--- config.mk ---
export PLATFORM = sky130hd
export DESIGN_NAME = lcm_key_gate
export DESIGN_NICKNAME = d
export VERILOG_FILES = /design/src/rtl/lcm_gate_pkg.sv /design/src/rtl/lcm_perm_decode.sv /design/src/rtl/lcm_export_seq.sv /design/src/rtl/lcm_host_port.sv /design/src/rtl/lcm_key_gate.sv
export SDC_FILE = /design/constraint.sdc
export NUM_CORES = 1
export LEC_CHECK = 0
export BUFFER_PORTS_ARGS = -buffer_cell sky130_fd_sc_hd__clkbuf_2
export CORE_MARGIN = 2
export CORE_UTILIZATION = 35
export DETAILED_ROUTE_END_ITERATION = 16
export PLACE_DENSITY_LB_ADDON = 0.05
export SYNTH_ARGS = -nofsm -noshare
export SYNTH_HDL_FRONTEND = slang
export SYNTH_SLANG_ARGS = --single-unit
--- constraint.sdc ---
create_clock -name clk -period 10.7 [get_ports clk]
set_clock_uncertainty 0.05 [all_clocks]
set_input_delay 2.675 -clock clk [delete_from_list [all_inputs] [get_ports clk]]
set_output_delay 2.675 -clock clk [all_outputs]
set_load 0.05 [all_outputs]
--- src/rtl/lcm_gate_pkg.sv ---
package lcm_gate_pkg;

    typedef enum logic [1:0] {
        LCS_CHIP_MFG = 2'd0,
        LCS_DEV_MFG  = 2'd1,
        LCS_SECURED  = 2'd2,
        LCS_RETURN   = 2'd3
    } lcs_e;

    typedef enum logic [2:0] {
        EX_FIXED = 3'd0,
        EX_READ  = 3'd1,
        EX_CHECK = 3'd2,
        EX_PUSH  = 3'd3,
        EX_DONE  = 3'd4
    } exp_state_e;

    // Keys below the chip-stage count belong to the chip-manufacture group.
    function automatic logic in_chip_group(input int k, input int chip_keys);
        return k < chip_keys;
    endfunction

endpackage

--- src/rtl/lcm_perm_decode.sv ---
module lcm_perm_decode
    import lcm_gate_pkg::*;
#(
    parameter int NUM_KEYS  = 6,
    parameter int CHIP_KEYS = 4
) (
    input  logic [1:0]          lcs,
    input  logic                sp_en,
    output logic [NUM_KEYS-1:0] rd_ok,
    output logic [NUM_KEYS-1:0] wr_ok
);
    lcs_e state;
    assign state = lcs_e'(lcs);

    for (genvar k = 0; k < NUM_KEYS; k++) begin : g_key
        logic open_rw;
        always_comb begin
            if (in_chip_group(k, CHIP_KEYS)) begin
                open_rw = sp_en && (state == LCS_CHIP_MFG);
            end else begin
                open_rw = sp_en && (state == LCS_DEV_MFG);
            end
            rd_ok[k] = open_rw;
            wr_ok[k] = open_rw || (state == LCS_RETURN);
        end
    end

endmodule

--- src/rtl/lcm_export_seq.sv ---
module lcm_export_seq
    import lcm_gate_pkg::*;
#(
    parameter int WORD_W    = 32,
    parameter int KEY_WORDS = 8,
    parameter int NUM_KEYS  = 6,
    parameter int STRIDE_LG = 4,
    parameter int ADDR_W    = 7,
    parameter logic [WORD_W*KEY_WORDS-1:0] FIXED_KEY = '0,
    localparam int KEY_W     = WORD_W * KEY_WORDS,
    localparam int NUM_SLOTS = NUM_KEYS + 1,
    localparam int SLOT_W    = $clog2(NUM_SLOTS),
    localparam int WIX_W     = $clog2(KEY_WORDS)
) (
    input  logic                 clk,
    input  logic                 rst_n,
    output logic                 otp_en,
    output logic [ADDR_W-1:0]    otp_addr,
    input  logic [WORD_W-1:0]    otp_rdata,
    output logic                 kmu_we,
    output logic [SLOT_W-1:0]    kmu_slot,
    output logic [WIX_W-1:0]     kmu_word,
    output logic [WORD_W-1:0]    kmu_data,
    output logic [NUM_SLOTS-1:0] slot_valid,
    output logic                 done
);
    localparam int KIX_W = $clog2(NUM_KEYS);
    localparam int CNT_W = $clog2(KEY_WORDS + 2);
    localparam int ZC_W  = $clog2(KEY_W + 1);

    typedef struct packed {
        exp_state_e           st;
        logic [KIX_W-1:0]     key;
        logic [CNT_W-1:0]     cnt;
        logic [KEY_W-1:0]     kbuf;
        logic [ZC_W-1:0]      zc;
        logic [NUM_SLOTS-1:0] valid;
    } seq_t;

    seq_t q, d;
    logic advance;
    logic [ZC_W-1:0] zeros;
    int widx;

    always_comb begin
        d        = q;
        advance  = 1'b0;
        otp_en   = 1'b0;
        otp_addr = ADDR_W'((int'(q.key) << STRIDE_LG) + int'(q.cnt));
        kmu_we   = 1'b0;
        kmu_slot = SLOT_W'(int'(q.key) + 1);
        kmu_word = WIX_W'(q.cnt);
        kmu_data = q.kbuf[int'(WIX_W'(q.cnt))*WORD_W +: WORD_W];
        zeros    = ZC_W'(KEY_W - $countones(q.kbuf));
        widx     = int'(q.cnt) - 1;
        case (q.st)
            EX_FIXED: begin
                kmu_we   = 1'b1;
                kmu_slot = '0;
                kmu_data = FIXED_KEY[int'(WIX_W'(q.cnt))*WORD_W +: WORD_W];
                if (int'(q.cnt) == KEY_WORDS - 1) begin
                    d.valid = q.valid | NUM_SLOTS'(1);
                    d.st    = EX_READ;
                    d.cnt   = '0;
                    d.key   = '0;
                end else begin
                    d.cnt = q.cnt + 1'b1;
                end
            end
            EX_READ: begin
                otp_en = (int'(q.cnt) <= KEY_WORDS);
                if (q.cnt != '0) begin
                    if (widx < KEY_WORDS) begin
                        d.kbuf[widx*WORD_W +: WORD_W] = otp_rdata;
                    end else begin
                        d.zc = otp_rdata[ZC_W-1:0];
                    end
                end
                if (int'(q.cnt) == KEY_WORDS + 1) begin
                    d.st = EX_CHECK;
                end else begin
                    d.cnt = q.cnt + 1'b1;
                end
            end
            EX_CHECK: begin
                if (zeros == q.zc) begin
                    d.valid = q.valid | (NUM_SLOTS'(1) << (int'(q.key) + 1));
                    d.st    = EX_PUSH;
                    d.cnt   = '0;
                end else begin
                    advance = 1'b1;
                end
            end
            EX_PUSH: begin
                kmu_we = 1'b1;
                if (int'(q.cnt) == KEY_WORDS - 1) begin
                    advance = 1'b1;
                end else begin
                    d.cnt = q.cnt + 1'b1;
                end
            end
            default: ;
        endcase
        if (advance) begin
            d.cnt = '0;
            if (int'(q.key) == NUM_KEYS - 1) begin
                d.st = EX_DONE;
            end else begin
                d.key = q.key + 1'b1;
                d.st  = EX_READ;
            end
        end
    end

    always_ff @(posedge clk or negedge rst_n) begin
        if (!rst_n) begin
            q <= '0;
        end else begin
            q <= d;
        end
    end

    assign slot_valid = q.valid;
    assign done       = (q.st == EX_DONE);

endmodule

--- src/rtl/lcm_host_port.sv ---
module lcm_host_port #(
    parameter int WORD_W    = 32,
    parameter int KEY_WORDS = 8,
    parameter int NUM_KEYS  = 6,
    parameter int STRIDE_LG = 4,
    parameter int ADDR_W    = 7
) (
    input  logic                clk,
    input  logic                rst_n,
    input  logic                active,
    input  logic                host_req,
    input  logic                host_we,
    input  logic [ADDR_W-1:0]   host_addr,
    input  logic [NUM_KEYS-1:0] rd_ok,
    input  logic [NUM_KEYS-1:0] wr_ok,
    input  logic [WORD_W-1:0]   otp_rdata,
    output logic                otp_en,
    output logic                otp_we,
    output logic [WORD_W-1:0]   host_rdata,
    output logic                host_rvalid,
    output logic                acc_err
);
    typedef struct packed {
        logic rvalid;
        logic pass;
        logic err;
    } hp_t;

    hp_t q, d;
    logic go, r_ok, w_ok, in_range;
    int kidx, widx;

    always_comb begin
        kidx     = int'(host_addr >> STRIDE_LG);
        widx     = int'(host_addr[STRIDE_LG-1:0]);
        in_range = (kidx < NUM_KEYS) && (widx <= KEY_WORDS);
        r_ok     = 1'b0;
        w_ok     = 1'b0;
        for (int k = 0; k < NUM_KEYS; k++) begin
            if (in_range && kidx == k) begin
                r_ok = rd_ok[k];
                w_ok = wr_ok[k];
            end
        end
        go       = active && host_req;
        otp_en   = go && (host_we ? w_ok : r_ok);
        otp_we   = go && host_we && w_ok;
        d.rvalid = go && !host_we;
        d.pass   = go && !host_we && r_ok;
        d.err    = q.err || (go && !host_we && !r_ok);
    end

    always_ff @(posedge clk or negedge rst_n) begin
        if (!rst_n) begin
            q <= '0;
        end else begin
            q <= d;
        end
    end

    assign host_rdata  = q.pass ? otp_rdata : '0;
    assign host_rvalid = q.rvalid;
    assign acc_err     = q.err;

endmodule

--- src/rtl/lcm_key_gate.sv ---
module lcm_key_gate #(
    parameter int WORD_W    = 32,
    parameter int KEY_WORDS = 8,
    parameter int NUM_KEYS  = 6,
    parameter int CHIP_KEYS = 4,
    parameter int STRIDE_LG = 4,
    parameter logic [WORD_W*KEY_WORDS-1:0] FIXED_KEY = {KEY_WORDS{32'h6B1D_40C3}},
    localparam int ADDR_W    = $clog2(NUM_KEYS) + STRIDE_LG,
    localparam int NUM_SLOTS = NUM_KEYS + 1,
    localparam int SLOT_W    = $clog2(NUM_SLOTS),
    localparam int WIX_W     = $clog2(KEY_WORDS)
) (
    input  logic                 clk,
    input  logic                 rst_n,
    input  logic [1:0]           lcs,
    input  logic                 sp_en,
    input  logic                 host_req,
    input  logic                 host_we,
    input  logic [ADDR_W-1:0]    host_addr,
    input  logic [WORD_W-1:0]    host_wdata,
    output logic [WORD_W-1:0]    host_rdata,
    output logic                 host_rvalid,
    output logic                 host_ready,
    output logic                 acc_err,
    output logic [NUM_KEYS-1:0]  key_rd_ok,
    output logic [NUM_KEYS-1:0]  key_wr_ok,
    output logic                 otp_en,
    output logic                 otp_we,
    output logic [ADDR_W-1:0]    otp_addr,
    output logic [WORD_W-1:0]    otp_wdata,
    input  logic [WORD_W-1:0]    otp_rdata,
    output logic                 kmu_we,
    output logic [SLOT_W-1:0]    kmu_slot,
    output logic [WIX_W-1:0]     kmu_word,
    output logic [WORD_W-1:0]    kmu_data,
    output logic [NUM_SLOTS-1:0] slot_valid,
    output logic                 export_done
);
    logic              ex_en, hp_en, hp_we;
    logic [ADDR_W-1:0] ex_addr;

    lcm_perm_decode #(.NUM_KEYS(NUM_KEYS), .CHIP_KEYS(CHIP_KEYS)) perm_i (
        .lcs   (lcs),
        .sp_en (sp_en),
        .rd_ok (key_rd_ok),
        .wr_ok (key_wr_ok)
    );

    lcm_export_seq #(
        .WORD_W(WORD_W), .KEY_WORDS(KEY_WORDS), .NUM_KEYS(NUM_KEYS),
        .STRIDE_LG(STRIDE_LG), .ADDR_W(ADDR_W), .FIXED_KEY(FIXED_KEY)
    ) seq_i (
        .clk        (clk),
        .rst_n      (rst_n),
        .otp_en     (ex_en),
        .otp_addr   (ex_addr),
        .otp_rdata  (otp_rdata),
        .kmu_we     (kmu_we),
        .kmu_slot   (kmu_slot),
        .kmu_word   (kmu_word),
        .kmu_data   (kmu_data),
        .slot_valid (slot_valid),
        .done       (export_done)
    );

    lcm_host_port #(
        .WORD_W(WORD_W), .KEY_WORDS(KEY_WORDS), .NUM_KEYS(NUM_KEYS),
        .STRIDE_LG(STRIDE_LG), .ADDR_W(ADDR_W)
    ) host_i (
        .clk         (clk),
        .rst_n       (rst_n),
        .active      (export_done),
        .host_req    (host_req),
        .host_we     (host_we),
        .host_addr   (host_addr),
        .rd_ok       (key_rd_ok),
        .wr_ok       (key_wr_ok),
        .otp_rdata   (otp_rdata),
        .otp_en      (hp_en),
        .otp_we      (hp_we),
        .host_rdata  (host_rdata),
        .host_rvalid (host_rvalid),
        .acc_err     (acc_err)
    );

    assign host_ready = export_done;
    assign otp_en     = export_done ? hp_en : ex_en;
    assign otp_we     = export_done && hp_we;
    assign otp_addr   = export_done ? host_addr : ex_addr;
    assign otp_wdata  = host_wdata;

endmodule

==> out/qor.csv, run 1 <==
stage,metric,value,unit
yosys,synth.net_count,2504,
route,vias,14700,
worst_setup_path,cpMostUsedCell,fa_1,
die,core_area,65900,µm²
timing,layout_min_cycle_time,8.84,ns
grt,grt-ovfl-total,0,
yosys,syn_avg_cell_area,12.1,µm²
clock_network,max-clock-path-buffers,3,
place,port_buffers,148,
die,row_count,94,
yosys,ys_seq_area_frac,0.306,
timing,rsz0062_at_grt,false,
clock_network,clkSinkCount,285,
yosys,syn_inst,1922,
grt,grt_max_degree,139,
timing,finalHoldViolCount,0,
place,gp_congestion,0.880,
timing,setup-tns-final,0,ns
layout,area_delta_synth_final,11.6,%
timing,final_max_slew_viol_count,0,
yosys,async_reset_ff_frac,1.00,
yosys,ys_warn_count,0,
clock_network,clock_latency,0.57,ns
timing,fmax,0.113,GHz
clock_network,cts_root_buf,clkbuf_16,
outcome,status,finished clean,
clock_network,cts_tree,done,
clock_network,post_cts_buffers,0,
die,initial_core_util,0.354,
grt,grt_pass1_wl,113000,µm
timing,slew_headroom,0.367,
die,die_w,262,µm
yosys,synth_area,23300,µm²
timing,worst_pin_slew,0.949,ns
worst_setup_path,crit_buf_inv,5,
route,vias_per_cell,5.07,
yosys,ys_ff_latch,285,
flow_run,drv_cap,0,
worst_setup_path,endpoint_kind,register,
yosys,synth_edf_count,0,
worst_setup_path,slowest_stage,nor2_1,
yosys,synth_cell_types,59,
die,io_pins,213,
worst_setup_path,crit_family,adder cells,
grt,gr-usage-all-layers,0.233,
layout,final_nets,2588,
route,ant_nets,0,
route,wirelength,77300,µm
min_path,hp-class,register to register,
yosys,synth_ff_type,dfrtp_1,
route,drtIter0Drc,718,
worst_setup_path,critPathMaxStageDelay,0.69,ns
worst_setup_path,worstSetupStartpointType,register,
layout,drive_gt1_frac,0.223,
timing,min_period_over_period,0.826,
worst_setup_path,crit_type,register to register,
clock_network,cts_resized,0,
die,dieHeight,262,µm
clock_network,cts_hold_buf,0,
route,wl_per_cell,26.6,µm
clock_network,cts-buffers-inserted,39,
route,drc,0,
clock_network,clk_pin_slew,0.06,ns
die,dieArea,68600,µm²
worst_setup_path,crit_required,11.11,ns
route,dr.pass1.iters,5,
clock_network,htreeDepth,2,
place,dpl.hpwl,59700,µm
worst_setup_path,worstPathArrival,9.25,ns
worst_setup_path,crit_fanout,6,
timing,setup_violations,0,
grt,antenna_found_initial,1,
grt,grt_pass1_vias,16100,
## synth_stat cells (all sizes together), types with 2 or more instances
| master | instances | area (µm²) |
|---|---|---|
| dfrtp | 285 | 7130 |
| ha | 260 | 3250 |
| fa | 244 | 4880 |
| inv | 235 | 882 |
| mux2 | 171 | 1930 |
| nand2 | 168 | 631 |
| buf | 81 | 568 |
| o21ai | 79 | 395 |
| mux4 | 64 | 1440 |
| nor2 | 48 | 185 |
| clkbuf | 46 | 173 |
| nor2b | 35 | 219 |
| and2 | 33 | 206 |
| mux2i | 33 | 330 |
| o31ai | 33 | 248 |
| nand3 | 16 | 90.1 |
| xnor2 | 11 | 104 |
| a21o | 10 | 75.1 |
| a21oi | 8 | 40.0 |
| xor2 | 7 | 76.3 |
| nand2b | 6 | 37.5 |
| and3 | 5 | 31.3 |
| nor3 | 5 | 30.0 |
| nand4 | 3 | 18.8 |
| nor3b | 3 | 22.5 |
| nor4 | 3 | 48.8 |
| o22ai | 3 | 18.8 |
| a22o | 2 | 17.5 |
| a22oi | 2 | 15.0 |
| a31o | 2 | 17.5 |
| a31oi | 2 | 12.5 |
| nand4b | 2 | 17.5 |
| o21bai | 2 | 15.0 |
| or3 | 2 | 12.5 |
## metal layers
metal,global-route usage,part of all wire
met1,0.310,0.44
met2,0.400,0.50
met3,0.0283,0.031
met4,0.0658,0.027
met5,0,0
## cells in the final DEF (no fill, tap or decap), types with 40 or more instances in the layout
cell       netlist  final
clkbuf_16        0     40
nand2_1        168    168
o21ai_0         68     68
fa_1           244    244
mux2_2         135    135
mux4_2          64     64
ha_1           260    259
clkbuf_2         0    147
inv_1          233    233
nor2_1          46     43
dfrtp_1        285    282
## cell families after synthesis
kind of cell / after synthesis / synth area share
flops: 285 / 0.306
fa+ha+maj: 504 / 0.349
buf+inv: 362 / 0.0697
xor+xnor: 18 / 0.00774
mux: 268 / 0.159
simple gates: 336 / 0.0692
compound gates: 149 / 0.0389
## final timing paths
kind,slack [ns],end,cells after the start,start
worst max-delay path,1.86,seq_i.q[281],25,seq_i.q[193]
worst min-delay path,0.41,seq_i.slot_valid[3],1,seq_i.slot_valid[3]
worst max register to register,1.86,seq_i.q[281],25,seq_i.q[193]
worst min register to register,0.41,seq_i.slot_valid[3],1,seq_i.slot_valid[3]
max in group asynchronous,7.14,seq_i.q[128],2,rst_n
min in group asynchronous,2.09,seq_i.q[213],1,rst_n
## worst reg2reg max path, stage by stage (launching register included)
cell and delay [ns]:
dfrtp_1 0.41, ha_1 0.34, fa_1 0.49, fa_1 0.47, fa_1 0.51, inv_1 0.06
fa_1 0.51, inv_1 0.06, fa_1 0.50, fa_1 0.55, inv_1 0.05, fa_1 0.46
fa_1 0.43, fa_1 0.55, inv_1 0.05, fa_1 0.47, fa_1 0.55, inv_1 0.07
fa_1 0.46, nand3_1 0.12, a21o_1 0.13, a21oi_1 0.05, nand4b_1 0.25, nor2_1 0.69
o21ai_0 0.17, a31o_2 0.28
## state kept, by name (all words and copies together), names as in the netlist
register	count
host_i.acc_err	1
seq_i.kmu_word	3
seq_i.slot_valid	7
host_i.host_rvalid	1
seq_i.q	272
host_i.q	1
## stage by stage
stage               area, µm²  setup slack (ns)  hold slack, ns  instances  utilization
floorplan               23300              2.74           0.379       1922            -
global placement        24600              1.84           0.394       2829        0.374
detailed placement      24600              1.77           0.396       2829        0.374
CTS                     26000              1.74           0.409       2900        0.394
global route            26000              1.46           0.432       2900        0.394
finish                  26000              1.86           0.407       2903        0.394
## area by class of cell
class                   count  area (µm²)
well taps                 864        1080
fillers                  6397       39900
clock buffers              58        1150
repair buffers            170         928
multi-input cells        1275       14600
inverters                 235         882
flip-flops and latches    285        7140
diodes                      3        7.51
clock inverters            13         205
Power of run 1 is left out: the tool's default activity adds up to more than one toggle a clock period on the data nets, which glitch-free logic cannot reach.
==> run 2, diff against run 1 <==
--- a/config.mk
+++ b/config.mk
@@ -5,6 +5,7 @@
 export SDC_FILE = /design/constraint.sdc
 export NUM_CORES = 1
 export LEC_CHECK = 0
+export ABC_AREA = 1
 export BUFFER_PORTS_ARGS = -buffer_cell sky130_fd_sc_hd__clkbuf_2
 export CORE_MARGIN = 2
 export CORE_UTILIZATION = 35
==> constraint.sdc (replaced) <==
create_clock -name clk -period 7.3 [get_ports clk]
set_clock_uncertainty 0.05 [all_clocks]
set_input_delay 1.825 -clock clk [delete_from_list [all_inputs] [get_ports clk]]
set_output_delay 1.825 -clock clk [all_outputs]
set_load 0.05 [all_outputs]
==> run 2 against run 1 <==
Compared with the run above:
- the run now ends with negative setup slack left
- register-to-register slack lost 2.5 ns
- synthesized cell count grew 43%
- via count grew 35%
- area after synthesis grew 3.2%
- worst hold slack lost 0.00073 ns
- non-clock buffer count grew 224
- first-iteration DRC count grew 96%
- critical path depth grew 2
- flip-flop and latch count is the same
- routed wire length grew 14%
- utilization grew 2.7 points
- sequential share of layout area shrank 2.7 points
- critical endpoint is now seq_i.q[278]
==> out/qor.csv, run 2 <==
stage,metric,value,unit
layout,drive_gt1_frac,0.212,
yosys,synth_top_area_frac,0.297,
route,drtIter0Drc,1407,
worst_setup_path,worstPathArrival,8.38,ns
clock_network,clock_latency,0.58,ns
route,wl_per_cell,22.6,µm
yosys,async_reset_ff_frac,1.00,
route,dr.pass1.iters,6,
die,row_count,96,
place,dpl.hpwl,66600,µm
timing,min_period_over_period,1.09,
timing,rsz0062_at_grt,true,
timing,fmax,0.125,GHz
worst_setup_path,worstSetupStartpointType,register,
layout,area_delta_synth_final,19.7,%
worst_setup_path,crit_fanout,6,
min_path,hold_path_depth,1,
place,port_buffers,148,
timing,setup_violations,13,
clock_network,cts_root_buf,clkbuf_16,
place,dpl_cell_area,26800,µm²
layout,utilization,0.421,
worst_setup_path,rrSetupSlack,-0.68,ns
yosys,ys_warn_count,0,
layout,layout_common_cells,"inv_1, nand2_1, dfrtp_1",
yosys,synthTopCellsByCount,"inv_1, nand2_1, dfrtp_1",
route,ant_nets,0,
min_path,hold_path.startpoint,seq_i.slot_valid[2],
timing,finalHoldViolCount,0,
die,io_pins,213,
yosys,yosys.area.top_type,dfrtp_1,
flow_run,drv_cap,0,
yosys,synth_ff_type,dfrtp_1,
die,initial_core_util,0.352,
layout,largest_reg_flops,272,
timing,final_max_slew_viol_count,0,
grt,grt_max_degree,130,
timing,worst_pin_slew,1.23,ns
yosys,synth_area,24000,µm²
timing,slew_headroom,0.180,
worst_setup_path,worstRegToRegCells,27,
layout,final_common_cell,inv_1,
layout,fin_area,28800,µm²
outcome,status,finished with violations,
grt,gr-usage-all-layers,0.254,
min_path,hp-class,register to register,
yosys,synth_edf_count,0,
worst_setup_path,r2r_end,seq_i.q[278],
timing,setup_ws,-0.681,ns
route,wirelength,88200,µm
worst_setup_path,endpoint_kind,register,
route,vias,19900,
outcome,violations,negative setup slack,
place,gp_congestion,0.868,
layout,max_flop_register,seq_i.q,
worst_setup_path,reg2reg_from,seq_i.q[258],
yosys,syn_inst,2740,
worst_setup_path,crit_type,register to register,
clock_network,cts_tree,done,
layout,final_nets,3574,
die,dieHeight,266,µm
yosys,synth.net_count,3322,
timing,layout_min_cycle_time,7.98,ns
min_path,hold_end,seq_i.slot_valid[2],
clock_network,cts-buffers-inserted,40,
yosys,ys_seq_area_frac,0.297,
clock_network,cts_hold_buf,0,
route,drc,0,
die,dieArea,70800,µm²
grt,grt_pass1_wl,133000,µm
yosys,syn_avg_cell_area,8.77,µm²
yosys,synth_cell_types,42,
die,die_w,266,µm
grt,antenna_found_initial,4,
clock_network,clkSinkCount,285,
yosys,synth_area_leaders,"dfrtp_1, fa_1, ha_1",
grt,grt-ovfl-total,0,
die,core_area,68300,µm²
clock_network,clk_pin_slew,0.06,ns
worst_setup_path,crit_required,7.70,ns
yosys,ys_ff_latch,285,
yosys,yosysMostFrequentCell,inv_1,
route,vias_per_cell,5.09,
clock_network,max-clock-path-buffers,3,
grt,grt_pass1_vias,20400,
clock_network,htreeDepth,2,
-- run 2: changes by cell type after synthesis, sizes merged, moves of 47 or more --
cell,before,now
nand2,168,381
a21oi,8,214
a31oi,2,49
inv,235,454
nor2,48,235
mux4,64,0
o21ai,79,205
nand3,16,140
mux2,171,0
-- run 2: logic make-up after synthesis --
kind of cell / count (synthesis) / synth area share
adder cells (fa/ha/maj): 504 / 0.339
buffers and inverters: 639 / 0.111
flip-flops: 285 / 0.297
AO/OA/AOI/OAI: 510 / 0.113
XOR/XNOR: 6 / 0.00250
AND/OR/NAND/NOR: 796 / 0.138
-- run 2: how the worst max path moves through the flow --
| stage | startpoint | endpoint | slack [ns] | depth (start not counted) |
|---|---|---|---|---|
| after CTS | seq_i.q[89] | seq_i.q[280] | -0.76 | 31 |
| after global routing | seq_i.q[255] | seq_i.q[278] | -0.92 | 28 |
| after global placement | seq_i.q[74] | seq_i.q[278] | -0.98 | 29 |
| final | seq_i.q[258] | seq_i.q[278] | -0.68 | 27 |
| after floorplan | seq_i.q[84] | seq_i.q[278] | -0.39 | 31 |
| after detailed placement | seq_i.q[74] | seq_i.q[278] | -1.04 | 28 |
-- run 2: area by class of cell --
| class | instances | area, µm² |
|---|---|---|
| Fill cell | 6790 | 39600 |
| Multi-Input combinational cell | 1816 | 14800 |
| Sequential cell | 285 | 7140 |
| Timing Repair Buffer | 394 | 2630 |
| Inverter | 455 | 1710 |
| Clock buffer | 61 | 1170 |
| Tap cell | 882 | 1100 |
| Clock inverter | 10 | 165 |
| Antenna cell | 3 | 7.51 |
-- run 2: layer usage --
metal	vias up	routed length, µm	GRT usage	share of wire
li1	9222	-	-	-
met3	71	5640	0.0408	0.064
met2	639	39100	0.393	0.44
met5	-	0	0	0
met1	9941	42200	0.379	0.48
met4	0	1320	0.0425	0.015
-- run 2: repair_timing --
action / 4_1_cts / 5_1_grt
resized for setup: 84 / 49
endpoints found under the setup margin: 13 / 13
pin swaps: 65 / 74
setup buffers: 4 / 8
-- run 2: critical path: stages (launching register included) --
cell	delay, ns
dfrtp_1	0.41
ha_1	0.24
fa_1	0.55
fa_1	0.43
fa_1	0.49
inv_1	0.06
fa_1	0.53
inv_1	0.06
fa_2	0.55
fa_1	0.45
fa_2	0.57
fa_2	0.44
fa_2	0.40
fa_1	0.51
fa_1	0.54
inv_2	0.05
fa_2	0.52
xnor2_1	0.11
nand2_1	0.07
nor2_1	0.10
nand2_1	0.05
nor2_1	0.08
nand4_1	0.12
buf_6	0.17
nand2_4	0.08
nand2_4	0.06
nand2_4	0.08
o21ai_1	0.08
-- run 2: per-stage QoR --
stage	setup WS (ns)	setup TNS (ns)	std cells	hold WS, ns
5_1_grt	-0.924	-11.68	3903	0.434
4_1_cts	-0.761	-9.55	3895	0.415
6_report	-0.681	-8.44	3906	0.406
2_1_floorplan	-0.392	-3.92	2740	0.379
3_5_place_dp	-1.04	-12.81	3821	0.400
3_3_place_gp	-0.980	-12.05	3821	0.396
Power of run 2 is left out for the same reason.
